$ cat src/rtl/tagfifo_pkg.sv
package tagfifo_pkg;
    typedef enum logic [1:0] {
        ST_EMPTY   = 2'd0,
        ST_PARTIAL = 2'd1,
        ST_FULL    = 2'd2
    } occ_state_e;

    localparam int unsigned SB_READY = 0;
    localparam int unsigned SB_EMPTY = 1;
    localparam int unsigned SB_FULL  = 2;
    localparam int unsigned SB_CHUNK = 3;
    localparam int unsigned SB_UDR   = 4;
    localparam int unsigned SB_OVR   = 5;
    localparam int unsigned SB_W     = 6;
endpackage

$ cat src/rtl/tagfifo_tag.sv
module tagfifo_tag #(
    parameter int unsigned SAMPLE_W = 24,
    parameter int unsigned CHAN_W   = 2,
    parameter int unsigned WORD_W   = 32
) (
    input  logic [SAMPLE_W-1:0] sample,
    input  logic [CHAN_W-1:0]   chan,
    output logic [WORD_W-1:0]   word
);
    localparam int unsigned PAD_W = WORD_W - SAMPLE_W - CHAN_W;

    generate
        if (PAD_W > 0) begin : g_pad
            assign word = {{PAD_W{1'b0}}, chan, sample};
        end else begin : g_nopad
            assign word = {chan, sample};
        end
    endgenerate
endmodule

$ cat src/rtl/tagfifo_store.sv
module tagfifo_store #(
    parameter int unsigned DEPTH  = 16,
    parameter int unsigned WORD_W = 32
) (
    input  logic              clk,
    input  logic              rst_n,
    input  logic              flush,
    input  logic              push,
    input  logic              pop,
    input  logic [WORD_W-1:0] wr_word,
    output logic [WORD_W-1:0] rd_word
);
    localparam int unsigned AW = (DEPTH > 1) ? $clog2(DEPTH) : 1;
    localparam logic [AW-1:0] LAST = AW'(DEPTH - 1);

    logic [WORD_W-1:0] mem [DEPTH];
    logic [AW-1:0]     wptr, rptr;

    always_ff @(posedge clk) begin
        if (push) begin
            mem[wptr] <= wr_word;
        end
    end

    always_ff @(posedge clk or negedge rst_n) begin
        if (!rst_n) begin
            wptr <= '0;
            rptr <= '0;
        end else if (flush) begin
            wptr <= '0;
            rptr <= '0;
        end else begin
            if (push) wptr <= (wptr == LAST) ? '0 : wptr + 1'b1;
            if (pop)  rptr <= (rptr == LAST) ? '0 : rptr + 1'b1;
        end
    end

    assign rd_word = mem[rptr];
endmodule

$ cat src/rtl/tagfifo_ctrl.sv
module tagfifo_ctrl
    import tagfifo_pkg::*;
#(
    parameter int unsigned DEPTH = 16,
    parameter int unsigned THR_W = 4
) (
    input  logic             clk,
    input  logic             rst_n,
    input  logic             soft_rst,
    input  logic             wr_valid,
    input  logic             rd_en,
    input  logic             stat_rd,
    input  logic [THR_W-1:0] chunk_cfg,
    output logic             push,
    output logic             pop,
    output logic [SB_W-1:0]  status
);
    localparam int unsigned CNT_W = $clog2(DEPTH + 1);
    localparam logic [CNT_W-1:0] CNT_LAST = CNT_W'(DEPTH - 1);

    occ_state_e       state, state_nx;
    logic [CNT_W-1:0] count;
    logic             udr_q, ovr_q;
    logic             udr_evt, ovr_evt;
    logic [THR_W-1:0] thr_eff;

    // Output process: handshakes, events and the status vector.
    always_comb begin
        pop     = rd_en && (state != ST_EMPTY) && !soft_rst;
        push    = wr_valid && ((state != ST_FULL) || pop) && !soft_rst;
        udr_evt = rd_en && (state == ST_EMPTY) && !soft_rst;
        ovr_evt = wr_valid && (state == ST_FULL) && !rd_en && !soft_rst;
        thr_eff = (chunk_cfg == '0) ? THR_W'(1) : chunk_cfg;
        status           = '0;
        status[SB_READY] = (state != ST_EMPTY);
        status[SB_EMPTY] = (state == ST_EMPTY);
        status[SB_FULL]  = (state == ST_FULL);
        status[SB_CHUNK] = (32'(count) >= 32'(thr_eff));
        status[SB_UDR]   = udr_q;
        status[SB_OVR]   = ovr_q;
    end

    // Next-state logic.
    always_comb begin
        state_nx = state;
        unique case (state)
            ST_EMPTY: begin
                if (push) state_nx = ST_PARTIAL;                       // T_FILL_FIRST
            end
            ST_PARTIAL: begin
                if (push && !pop && count == CNT_LAST)
                    state_nx = ST_FULL;                                // T_REACH_FULL
                else if (pop && !push && count == CNT_W'(1))
                    state_nx = ST_EMPTY;                               // T_DRAIN_LAST
            end
            ST_FULL: begin
                if (pop && !push) state_nx = ST_PARTIAL;               // T_LEAVE_FULL
            end
            default: state_nx = ST_EMPTY;
        endcase
        if (soft_rst) state_nx = ST_EMPTY;                             // T_FLUSH
    end

    // State register with occupancy and sticky errors.
    always_ff @(posedge clk or negedge rst_n) begin
        if (!rst_n) begin
            state <= ST_EMPTY;
            count <= '0;
            udr_q <= 1'b0;
            ovr_q <= 1'b0;
        end else if (soft_rst) begin
            state <= ST_EMPTY;
            count <= '0;
            udr_q <= 1'b0;
            ovr_q <= 1'b0;
        end else begin
            state <= state_nx;
            count <= count + CNT_W'(push) - CNT_W'(pop);
            udr_q <= udr_evt || (udr_q && !stat_rd);
            ovr_q <= ovr_evt || (ovr_q && !stat_rd);
        end
    end
endmodule

$ cat src/rtl/tagfifo_rx.sv
module tagfifo_rx
    import tagfifo_pkg::*;
#(
    parameter int unsigned DEPTH    = 16,
    parameter int unsigned SAMPLE_W = 24,
    parameter int unsigned CHAN_W   = 2,
    parameter int unsigned WORD_W   = 32,
    parameter int unsigned THR_W    = 4
) (
    input  logic                clk,
    input  logic                rst_n,
    input  logic                soft_rst,
    input  logic                wr_valid,
    input  logic [SAMPLE_W-1:0] wr_sample,
    input  logic [CHAN_W-1:0]   wr_chan,
    input  logic                rd_en,
    output logic [WORD_W-1:0]   rd_data,
    input  logic                stat_rd,
    input  logic [THR_W-1:0]    chunk_cfg,
    output logic [5:0]          status
);
    logic              push, pop;
    logic [WORD_W-1:0] wr_word, rd_word;
    logic [SB_W-1:0]   stat_w;

    tagfifo_tag #(.SAMPLE_W(SAMPLE_W), .CHAN_W(CHAN_W), .WORD_W(WORD_W)) u_tag (
        .sample (wr_sample),
        .chan   (wr_chan),
        .word   (wr_word)
    );

    tagfifo_ctrl #(.DEPTH(DEPTH), .THR_W(THR_W)) u_ctrl (
        .clk       (clk),
        .rst_n     (rst_n),
        .soft_rst  (soft_rst),
        .wr_valid  (wr_valid),
        .rd_en     (rd_en),
        .stat_rd   (stat_rd),
        .chunk_cfg (chunk_cfg),
        .push      (push),
        .pop       (pop),
        .status    (stat_w)
    );

    tagfifo_store #(.DEPTH(DEPTH), .WORD_W(WORD_W)) u_store (
        .clk     (clk),
        .rst_n   (rst_n),
        .flush   (soft_rst),
        .push    (push),
        .pop     (pop),
        .wr_word (wr_word),
        .rd_word (rd_word)
    );

    assign status  = stat_w;
    assign rd_data = stat_w[SB_EMPTY] ? '0 : rd_word;
endmodule

$ cat config.mk
export PLATFORM = sky130hd
export DESIGN_NAME = tagfifo_rx
export DESIGN_NICKNAME = d
export VERILOG_FILES = /design/src/rtl/tagfifo_pkg.sv /design/src/rtl/tagfifo_tag.sv /design/src/rtl/tagfifo_store.sv /design/src/rtl/tagfifo_ctrl.sv /design/src/rtl/tagfifo_rx.sv
export SDC_FILE = /design/constraint.sdc
export NUM_CORES = 1
export LEC_CHECK = 0
export ABC_AREA = 1
export BUFFER_PORTS_ARGS = -buffer_cell sky130_fd_sc_hd__buf_4
export CAP_MARGIN = 0
export CORE_AREA = 3 3 172 258
export CTS_CLUSTER_SIZE = 40
export DETAILED_ROUTE_END_ITERATION = 8
export DIE_AREA = 0 0 175 261
export GPL_TIMING_DRIVEN = 0
export MAX_ROUTING_LAYER = met4
export PLACE_DENSITY = 0.71
export SLEW_MARGIN = 0
export SYNTH_ARGS = -nofsm -noshare
export SYNTH_HDL_FRONTEND = slang
export SYNTH_HIERARCHICAL = 1
export SYNTH_SLANG_ARGS = --single-unit
$ cat constraint.sdc
create_clock -name clk -period 8.7 [get_ports clk]
set_clock_uncertainty 0.15 [all_clocks]
set_input_delay 2.61 -clock clk [delete_from_list [all_inputs] [get_ports clk]]
set_output_delay 2.61 -clock clk [all_outputs]
set_load 0.02 [all_outputs]
# After elaboration in Yosys (flattened, before gate mapping)
# Memory sizes are Yosys's and may differ from the RTL's.
# Cells that the tools add are included.
# totals
reg_bits,17
ramBits,416
input_bits,36
out_inout_bits,38
word_cells,70
mem_count,1
# classes
n_addsub,4
order_cmp,1
eq_ne,10
mux,19
reduce_logical,29
# memory_table
memory,depth,width,rd,rd_clocked_by_memory_dff,wr,line,rtl
u_store.mem,16,26,1,0,1,tagfifo_store.sv:16,logic [WORD_W-1:0] mem [DEPTH];
# ops
operator,n
32-bit two-way mux,1
4-bit two-way mux,7
1-bit logical AND,15
2-bit two-way mux,5
4-bit by 1-bit adder with 4-bit output (second input constant),2
4-bit equality test (second input constant),2
3-bit by 2-bit inequality test with 1-bit output (second input constant),2
2-bit case mux with 3 select lines,1
2-bit nonzero test,3
5-bit by 1-bit adder with 5-bit output,1
5-bit by 1-bit equality test with 1-bit output (second input constant),1
5-bit by 4-bit equality test with 1-bit output (second input constant),1
5-bit by 4-bit greater-or-equal comparator with 1-bit output,1
1-bit logical NOT,5
5-bit two-way mux,1
5-bit by 1-bit subtractor with 5-bit output,1
4-bit logical NOT,1
1-bit two-way mux,4
4-bit by 2-bit inequality test with 1-bit output (second input constant),1
1-bit logical OR,3
3-bit AND reduction,1
2-bit by 1-bit equality test with 1-bit output (second input constant),1
2-bit equality test (second input constant),1
2-bit logical NOT,1
2-bit inequality test (second input constant),1

# Logic depth before layout (Yosys ltp)
# Gate-level depths: netlist of the first run.
# logic_depth
ltp_word,13
depth_mapped,15
ltp_nobuf,15

# Modules after synthesis
# The synthesis of the first run kept the hierarchy.
# by_module_without_submodules
mod,instances,cells_each,area_per_inst_um2,seq_area_each_um2
tagfifo_store,1,2068,21802.2,15574.9
tagfifo_ctrl,1,109,810.8,225.2
tagfifo_rx,1,67,274.0,0.0
tagfifo_tag,1,33,244.0,0.0

# Least setup slack after synthesis of the first run
# OpenSTA, ideal clock, no wires.
# synth_path
path_type,input port to output port
startpoint,input chunk_cfg[3]
endpoint,output status[3]
arrival_ps,3509
required_ps,5940
setup_slack_ps,2431
stages,7
n_path_buf,0
cell_sequence,inv_1 -> a31o_2 -> ha_1 -> nand2_1 -> inv_1 -> nand4_1 -> o2111ai_1
# synth_between
elab_chain_cells,3
# synth_rtl
element,line,rtl
from (decl),tagfifo_rx.sv:19,"input logic [THR_W-1:0] chunk_cfg,"
4-bit logical NOT,tagfifo_ctrl.sv:33,thr_eff = (chunk_cfg == '0) ? THR_W'(1) : chunk_cfg;
4-bit two-way mux (*),tagfifo_ctrl.sv:33,
5-bit by 4-bit greater-or-equal comparator with 1-bit output (*),tagfifo_ctrl.sv:38,status[SB_CHUNK] = (32'(count) >= 32'(thr_eff));
to (decl),tagfifo_rx.sv:20,output logic [5:0] status
# Mark *: on every way between the ends. The rest lies on a longest branch, timed or not.

# Worst setup path in the final report of the first run
# Same ends and word-level chain as after synthesis.

==> flow_summary.toml, run 1 <==
[layout]
diodes = 0
nNetsFinal = 2446
drive_gt1_frac = 0.108
design_area_um2 = 26100
final_common_cell = "nand2_1"
final_cells = 2991
area_growth_pct = 12.9
final_cell_mix = "836 x nand2_1, 512 x edfxtp_1, 255 x inv_1"

[grt]
grt_max_degree = 26
grt_pass1_wl_mm = 88.8
antenna_found_initial = 0
overflow = 0
grt_usage = 0.265
grt_pass1_vias = 15649

[floorplan]
die_h_um = 261
core_area_um2 = 42100
die_w_um = 175
row_count = 92
dieArea_um2 = 45700
start_util = 0.549
ios = 74

[place]
dp.cells = 2909
portBuffers = 47
place_area_um2 = 24700
dp_hpwl_mm = 39.0
gp_congestion = 0.860

[pwr]
ir_worst_vdd_mv = 0.139
power.share.combinational = 0.093
power_density_nw_per_um2 = 203
intPower_mw = 4.08
p_seq_frac = 0.533
switchingPower_mw = 1.23
p_leak_nw = 10.8
power_frac_clock = 0.374
netSwitchingFraction = 0.231

[setup_path]
crit_chain = "buf_4 > inv_1 > a31o_2 > ha_1 > nand2_1 > inv_1 > nand4_1 > o2111ai_1 > buf_4"
critPathSlowestCell = "ha_1"
crit_buf_inv = 4
crit_required_ps = 5940
path_class = "in -> out"
arrival_ps = 3680
setup.worst_path.end_class = "primary output"
crit_family = "compound AO/OA/AOI/OAI gates"
start_kind = "primary input"
max_stage_delay_ps = 270
worstPathMaxFanout = 2

[timing]
holdWs_ps = 369
finalSetupViolations = 0
final.period_utilization = 0.740
rsz0062_at_grt = "false"
timing.setup.tns_ps = 0
period_minus_slack_ps = 6440
max_freq_mhz = 155
maxSlewHeadroom = 0.429
worstMarginPinSlew_ps = 856
hold_viol_final = 0
finalMaxSlewViolations = 0

[drt]
vias_per_cell = 5.31
totalWireLength_mm = 58.8
drcViolationCount = 0
antenna_left = 0
via_count = 15894
drt_iter0_markers = 1576
dr.pass1.iters = 8
wl_per_cell_um = 19.7

[clock_network]
cts_buffers = 46
ctsResizeCount = 0
cts_tree = "done"
cts_setup_buffers = 0
worstSkewPairLatency_ps = 550
cts.sinks = 529
clk_pin_slew_ps = 60
hold_buffers = 0
cts_max_level = 2
cts_buffer_depth = 3
cts_root_buf = "clkbuf_16"

[run_status]
run_status = "completed"

[flow_run]
max-cap-violations = 0

[logic_synthesis]
ys_warn_count = 6
synth_cells = 2277
netlist_area_um2 = 23100
ys_seq_elements = 529
ys_seq_area_frac = 0.683
yosysUniqueCellTypes = 33
avgSynthCellArea_um2 = 10.2

[min_path]
hp-class = "reg -> reg"
[flip-flops by register name (all words and copies together) (netlist names)]
name	cells
u_store/mem	512
u_ctrl/count	5
u_store/rptr	4
u_store/wptr	4
u_ctrl/state	2
u_ctrl/ovr_q	1
u_ctrl/udr_q	1
[synthesized netlist by cell type]
cell type,n,share of area
xor2_1,1,0.00038
clkinv_1,1,0.00016
a31oi_1,1,0.00027
buf_1,10,0.0016
o21ai_2,1,0.00038
nand2_2,2,0.00054
buf_4,38,0.012
inv_2,4,0.00065
buf_2,67,0.014
clkbuf_1,17,0.0028
o21ai_0,7,0.0015
fa_1,1,0.00087
nand3_1,206,0.045
nand4_1,2,0.00054
o31ai_1,1,0.00032
inv_4,1,0.00027
buf_6,3,0.0015
nor2_4,4,0.0019
dfrtp_1,17,0.018
edfxtp_1,512,0.66
conb_1,1,0.00016
a21oi_1,6,0.0013
nand2_1,836,0.14
nor2_1,260,0.042
nand3_2,1,0.00043
o2111ai_1,1,0.00038
nor3_1,1,0.00022
nand2_4,1,0.00049
o22ai_1,1,0.00027
a31o_2,1,0.00038
inv_1,255,0.041
o21a_1,1,0.00032
ha_1,16,0.0087
[through the flow]
| step | utilization | setup WS, ps | total power, mW |
|---|---|---|---|
| after detailed placement | 0.586 | 2270 | 3.37 |
| after floorplan | - | 2430 | 3.19 |
| final | 0.620 | 2260 | 5.30 |
| after global routing | 0.620 | 2190 | 5.48 |
| after global placement | 0.575 | 1910 | 3.35 |
| after CTS | 0.620 | 2260 | 5.33 |
[worst register-to-register path, delay by kind of cell, from the launching register on]
family	cells	cell delay (ps)
DFF	1	440
buffers and inverters	3	210
AOI/OAI and AO/OA	1	120
and+or+nand+nor	7	950
adders and majority gates	3	830
[final timing paths]
kind                                  from         endpoint  slack, ps  cells after the start
max                           chunk_cfg[3]        status[3]       2260                      9
min                           u_ctrl/udr_q     u_ctrl/udr_q        370                      2
max reg2reg                u_ctrl/state[1]  u_ctrl/count[4]       5940                     14
min reg2reg                   u_ctrl/udr_q     u_ctrl/udr_q        370                      2
max in group asynchronous            rst_n  u_store/rptr[0]       6440                      1
min in group asynchronous            rst_n  u_ctrl/state[0]       1760                      1
[power groups by stage]
stage / Sequential (mW) / Combinational (mW) / Clock [mW]
after floorplan: 2.88 / 0.312 / 0
after global placement: 2.88 / 0.466 / 0
after detailed placement: 2.88 / 0.489 / 0
after CTS: 2.83 / 0.492 / 2.01
after global routing: 2.83 / 0.542 / 2.11
final: 2.83 / 0.495 / 1.98
[kinds of logic after synthesis]
family	Yosys count	share of synthesized area
AOI/OAI and AO/OA	20	0.00514
DFF	529	0.683
buffers and inverters	396	0.0751
other	1	0.000162
and+or+nand+nor	1313	0.227
adders and majority gates	17	0.00952
xor gates and xnor gates	1	0.000379
[metal layers]
metal,vias up,share of wire,GRT usage
met5,-,0,-
met4,0,0.045,0.119
met3,171,0.072,0.0292
met2,717,0.52,0.464
met1,7506,0.37,0.311
li1,7500,-,-
[area by class of cell]
type / count / area, um2
clock buffer: 58 / 1220
buffer: 135 / 756
tap: 564 / 706
fill: 3279 / 16000
sequential: 529 / 15800
inverter: 261 / 982
multi-input combinational: 1357 / 5730
clock inverter: 24 / 216
timing repair buffer: 63 / 703
No activity file was read; power rests on OpenSTA's default activity.
==> run 2, diff against run 1 <==
- PLACE_DENSITY: 0.71 -> 0.74
- clock period: 8.7 -> 5.4 ns (I/O delays scaled with it)
==> run 2 against run 1 <==
Critical path depth is 1 higher. Largest power group unchanged. Critical endpoint is now rd_data[24]. Register-to-register slack got worse by 3300 ps. Flip-flop and latch count stayed put. Die area unchanged. Combinational power rose by 61%. Cell area is 0.23% lower. Worst hold slack got worse by 5.6 ps.
==> flow_summary.toml, run 2 (same netlist as run 1, synthesis figures left out) <==
[run_status]
run_status = "completed"

[layout]
final_cell_mix = "836 x nand2_1, 512 x edfxtp_1, 255 x inv_1"
nNetsFinal = 2446
multi_input_area_um2 = 5730
final_cells = 2991
drive_gt1_frac = 0.108
largest_reg_flops = 512
fin_util = 0.618
area_growth_pct = 12.6
final_common_cell = "nand2_1"
regMostFlops = "u_store/mem"
fill_cells = 3312
reg_top3 = "u_store/mem x512, u_ctrl/count x5"
final-seq-area_um2 = 15800
diodes = 0

[setup_path]
arrival_ps = 2910
crit_chain = "inv_1 > buf_2 > buf_1 > nand3_1 > nand3_1 > nand2_1 > nand2_1 > inv_1 > nor2_1 > buf_4"
start_kind = "flip-flop"
crit_required_ps = 3630
max_stage_delay_ps = 620
crit_family = "buffers and inverters"
critPathSlowestCell = "buf_1"
r2r_cells = 13
path_class = "reg -> out"
r2r-start = "u_ctrl/state[1]"
setup.worst_path.end_class = "primary output"
r2r_slack_ps = 2610
crit_buf_inv = 5
worstReg2RegEnd = "u_ctrl/count[4]"
worstPathMaxFanout = 10

[pwr]
total_power_mw = 8.43
p_leak_nw = 10.8
power_density_nw_per_um2 = 324
ir_worst_vdd_mv = 0.199

[timing]
period_minus_slack_ps = 4680
final.period_utilization = 0.866
hold_viol_final = 0
finalSetupViolations = 0
worstMarginPinSlew_ps = 800
rsz0062_at_grt = "false"
max_freq_mhz = 214
setup_ws_ps = 725
maxSlewHeadroom = 0.467
holdWs_ps = 364
finalMaxSlewViolations = 0

[place]
dp_hpwl_mm = 39.2
gp_congestion = 0.865
dp.cells = 2909
pre_cts_slack_ps = 947
portBuffers = 47

[drt]
totalWireLength_mm = 59.8
wl_per_cell_um = 20.0
drt_iter0_markers = 1691
drcViolationCount = 0
antenna_left = 0
via_count = 16085
dr.pass1.iters = 5
vias_per_cell = 5.38

[floorplan]
row_count = 92
die_w_um = 175
dieArea_um2 = 45700
start_util = 0.549
ios = 74
core_area_um2 = 42100
die_h_um = 261

[grt]
grt_usage = 0.267
grt_pass1_vias = 16123
overflow = 0
grt_max_degree = 26
grt_pass1_wl_mm = 89.4
antenna_found_initial = 0

[clock_network]
ctsResizeCount = 0
cts_buffer_depth = 3
cts.sinks = 529
clk_pin_slew_ps = 60
cts_tree = "done"
hold_buffers = 0
worstSkewPairLatency_ps = 560
cts_setup_buffers = 0
cts_max_level = 2
cts_buffers = 46
cts_root_buf = "clkbuf_16"

[min_path]
hold_depth = 2
hold-path-endpoint = "u_ctrl/ovr_q"
hp-class = "reg -> reg"
hold_path.startpoint = "u_ctrl/ovr_q"

[flow_run]
max-cap-violations = 0
## run 2: changes by cell type in the layout (fill, tap and decap cells not counted), sizes merged
cell and delta:
clkinv -1, bufinv -3, clkinvlp -1, clkbuf +5
## run 2: power by group
part           internal (mW)  switching [mW]  total, mW
Combinational          0.252           0.544      0.795
Clock                   1.67            1.41       3.08
Sequential              4.53          0.0219       4.56
## run 2: worst max path at each step
stage	cells after the start	end	from
2_1_floorplan	7	status[3]	chunk_cfg[3]
3_3_place_gp	6	u_store/mem[9][14]	soft_rst
3_5_place_dp	9	status[3]	chunk_cfg[3]
4_1_cts	10	rd_data[24]	u_store/rptr[1]
5_1_grt	10	rd_data[24]	u_store/rptr[1]
6_report	10	rd_data[24]	u_store/rptr[1]
## run 2: routing by layer
metal  GRT usage  part of all wire
met5           -                 0
met4       0.139             0.057
met3      0.0357             0.076
met2       0.469              0.52
met1       0.299              0.35
## run 2: tightest hold or removal path, stage by stage, from the launching register on
cell     delay [ps]
dfrtp_1         350
nand3_1          80
o31ai_1          60
## run 2: cell type report
class	instances	share of cell area
plain buffers	135	0.0290
clock buffers	63	0.0482
clock inverters	19	0.00447
inverters	261	0.0377
multi-input cells	1357	0.220
flip-flops and latches	529	0.607
well taps	564	0.0271
repair buffers	63	0.0270
## run 2: stage by stage
stage               setup TNS, ps  cell area, um2
floorplan                       0           23100
global placement           -97180           24200
detailed placement              0           24700
CTS                             0           26100
global route                    0           26100
finish                          0           26100
==> run 3, diff against run 2 <==
- ABC_AREA: 1 -> default
- CORE_AREA: 3 3 172 258 -> 3 3 165 248
- DIE_AREA: 0 0 175 261 -> 0 0 168 251
- GPL_TIMING_DRIVEN: 0 -> default
==> run 3 against run 2 <==
Flip-flop and latch count is the same. Clock power grew 1%. Combinational power shrank 46%. Critical endpoint is now rd_data[11]. Critical path type unchanged. Clock-buffer cell count shrank 4. First-iteration DRC count shrank 43%. Die area shrank 7.7%. Setup slack lost 340 ps. Area after synthesis shrank 7.8%.
==> flow_summary.toml, run 3 <==
[run_status]
run_status = "completed"

[logic_synthesis]
synth_edf_count = 512
ys_warn_count = 6
synthArstFlopShare = 0.0321
yosysUniqueCellTypes = 42
ys_seq_elements = 529
synth_largest_area_cell = "edfxtp_1"
ys_seq_area_frac = 0.741
netlist_area_um2 = 21300
synth_area_leaders = "edfxtp_1 72%, mux4_2 6.7%, mux2i_1 6.1%"
synth_top_area_share = 0.721
synth_cells = 1148
synth-main-ff-cell = "edfxtp_1"
synth_commonest_cells = "512 x edfxtp_1, 130 x mux2i_1, 64 x a221oi_1"
avgSynthCellArea_um2 = 18.6
synth_most_common_cell = "edfxtp_1"

[pwr]
total_power_mw = 8.11
power_density_nw_per_um2 = 340
ir_worst_vdd_mv = 0.277
p_leak_nw = 7.56

[timing]
maxSlewHeadroom = 0.291
timing.setup.tns_ps = 0
hold_viol_final = 0
period_minus_slack_ps = 5020
worstMarginPinSlew_ps = 1060
finalMaxSlewViolations = 0
max_freq_mhz = 199
rsz0062_at_grt = "false"
final.period_utilization = 0.929
finalSetupViolations = 0

[floorplan]
die_h_um = 251
dieArea_um2 = 42200
die_w_um = 168
ios = 74
start_util = 0.545
core_area_um2 = 39100
row_count = 89

[drt]
drcViolationCount = 0
dr.pass1.iters = 7
antenna_left = 0
drt_iter0_markers = 972
via_count = 10793
totalWireLength_mm = 44.7
vias_per_cell = 6.16
wl_per_cell_um = 25.5

[clock_network]
cts_root_buf = "clkbuf_16"
hold_buffers = 0
cts.sinks = 529
cts_buffer_depth = 3
ctsResizeCount = 0
cts_setup_buffers = 0
clk_pin_slew_ps = 60
cts_tree = "done"
worstSkewPairLatency_ps = 560
cts_buffers = 45
cts_max_level = 2

[setup_path]
crit_buf_inv = 2
max_stage_delay_ps = 960
crit_family = "flip-flops"
worstPathMaxFanout = 43
critPathSlowestCell = "dfrtp_4"
path_class = "reg -> out"
crit_chain = "buf_12 > mux4_2 > a22oi_1 > nand2_1 > nor2b_1 > buf_4"
arrival_ps = 3250
start_kind = "flip-flop"
crit_required_ps = 3630
setup.worst_path.end_class = "primary output"

[place]
dp_hpwl_mm = 25.3
portBuffers = 73
gp_congestion = 0.753
dp.cells = 1669

[layout]
final_cell_mix = "512 x edfxtp_1, 130 x mux2i_1, 104 x buf_4"
area_growth_pct = 11.8
multi_input_area_um2 = 4930
final_cells = 1752
final_common_cell = "edfxtp_1"
largest_reg_flops = 512
fill_cells = 2728
nNetsFinal = 1269
drive_gt1_frac = 0.213
reg_top3 = "u_store/mem x512, u_ctrl/count x5"
regMostFlops = "u_store/mem"
fin_util = 0.610
final-seq-area_um2 = 15800

[grt]
antenna_found_initial = 1
grt_max_degree = 44
grt_pass1_wl_mm = 67.7
grt_pass1_vias = 11175
overflow = 0
grt_usage = 0.219

[min_path]
hp-class = "reg -> reg"

[flow_run]
max-cap-violations = 0
-- run 3: cell families (layout without fill, tap and decap cells) --
kind of cell               Yosys count  in the layout  synth area share
DFF                                529            529             0.741
muxes                              194            194             0.129
AOI/OAI and AO/OA                  152            152            0.0526
and+or+nand+nor                    134            134            0.0310
buffers and inverters              117            215            0.0344
adders and majority gates           17             17            0.0103
xor gates and xnor gates             4              4           0.00164
other                                1              7          0.000176
-- run 3: area by class of cell --
| class | count | area share |
|---|---|---|
| antenna | 1 | 0.000105 |
| clock buffer | 59 | 0.0525 |
| clock inverter | 23 | 0.00730 |
| inverter | 20 | 0.00315 |
| multi-input combinational | 507 | 0.207 |
| sequential | 529 | 0.663 |
| tap | 500 | 0.0263 |
| timing repair buffer | 113 | 0.0403 |
-- run 3: per-stage QoR --
stage	hold WS, ps	instance area (um2)	setup slack, ps
finish	491	23800	382
floorplan	421	21300	131
global placement	459	22400	471
global route	520	23800	232
detailed placement	481	22400	454
CTS	495	23800	352
-- run 3: final timing paths --
kind	from	end	slack, ps	cells past startpoint
max	u_store/rptr[0]	rd_data[11]	380	6
min	u_store/wptr[0]	u_store/wptr[0]	490	2
max reg2reg	u_ctrl/state[0]	u_ctrl/count[4]	1970	13
min reg2reg	u_store/wptr[0]	u_store/wptr[0]	490	2
max in group asynchronous	rst_n	u_store/rptr[0]	4100	1
min in group asynchronous	rst_n	u_store/wptr[3]	770	1
-- run 3: worst min-delay path: cells and delay by family, from the launching register on --
kind	cells	cell delay (ps)
flops	1	440
compound gates	1	60
simple gates	1	100
-- run 3: per-layer routing --
metal  GRT usage  part of all wire
met1       0.262              0.36
met3      0.0311             0.067
met4      0.0655             0.028
met5           -                 0
met2       0.387              0.55
-- run 3: where the power goes --
group | internal [mW] | switching (mW) | total (mW)
combinational | 0.189 | 0.241 | 0.430
clock | 1.74 | 1.38 | 3.12
sequential | 4.53 | 0.0280 | 4.56
total | 6.45 | 1.65 | 8.11
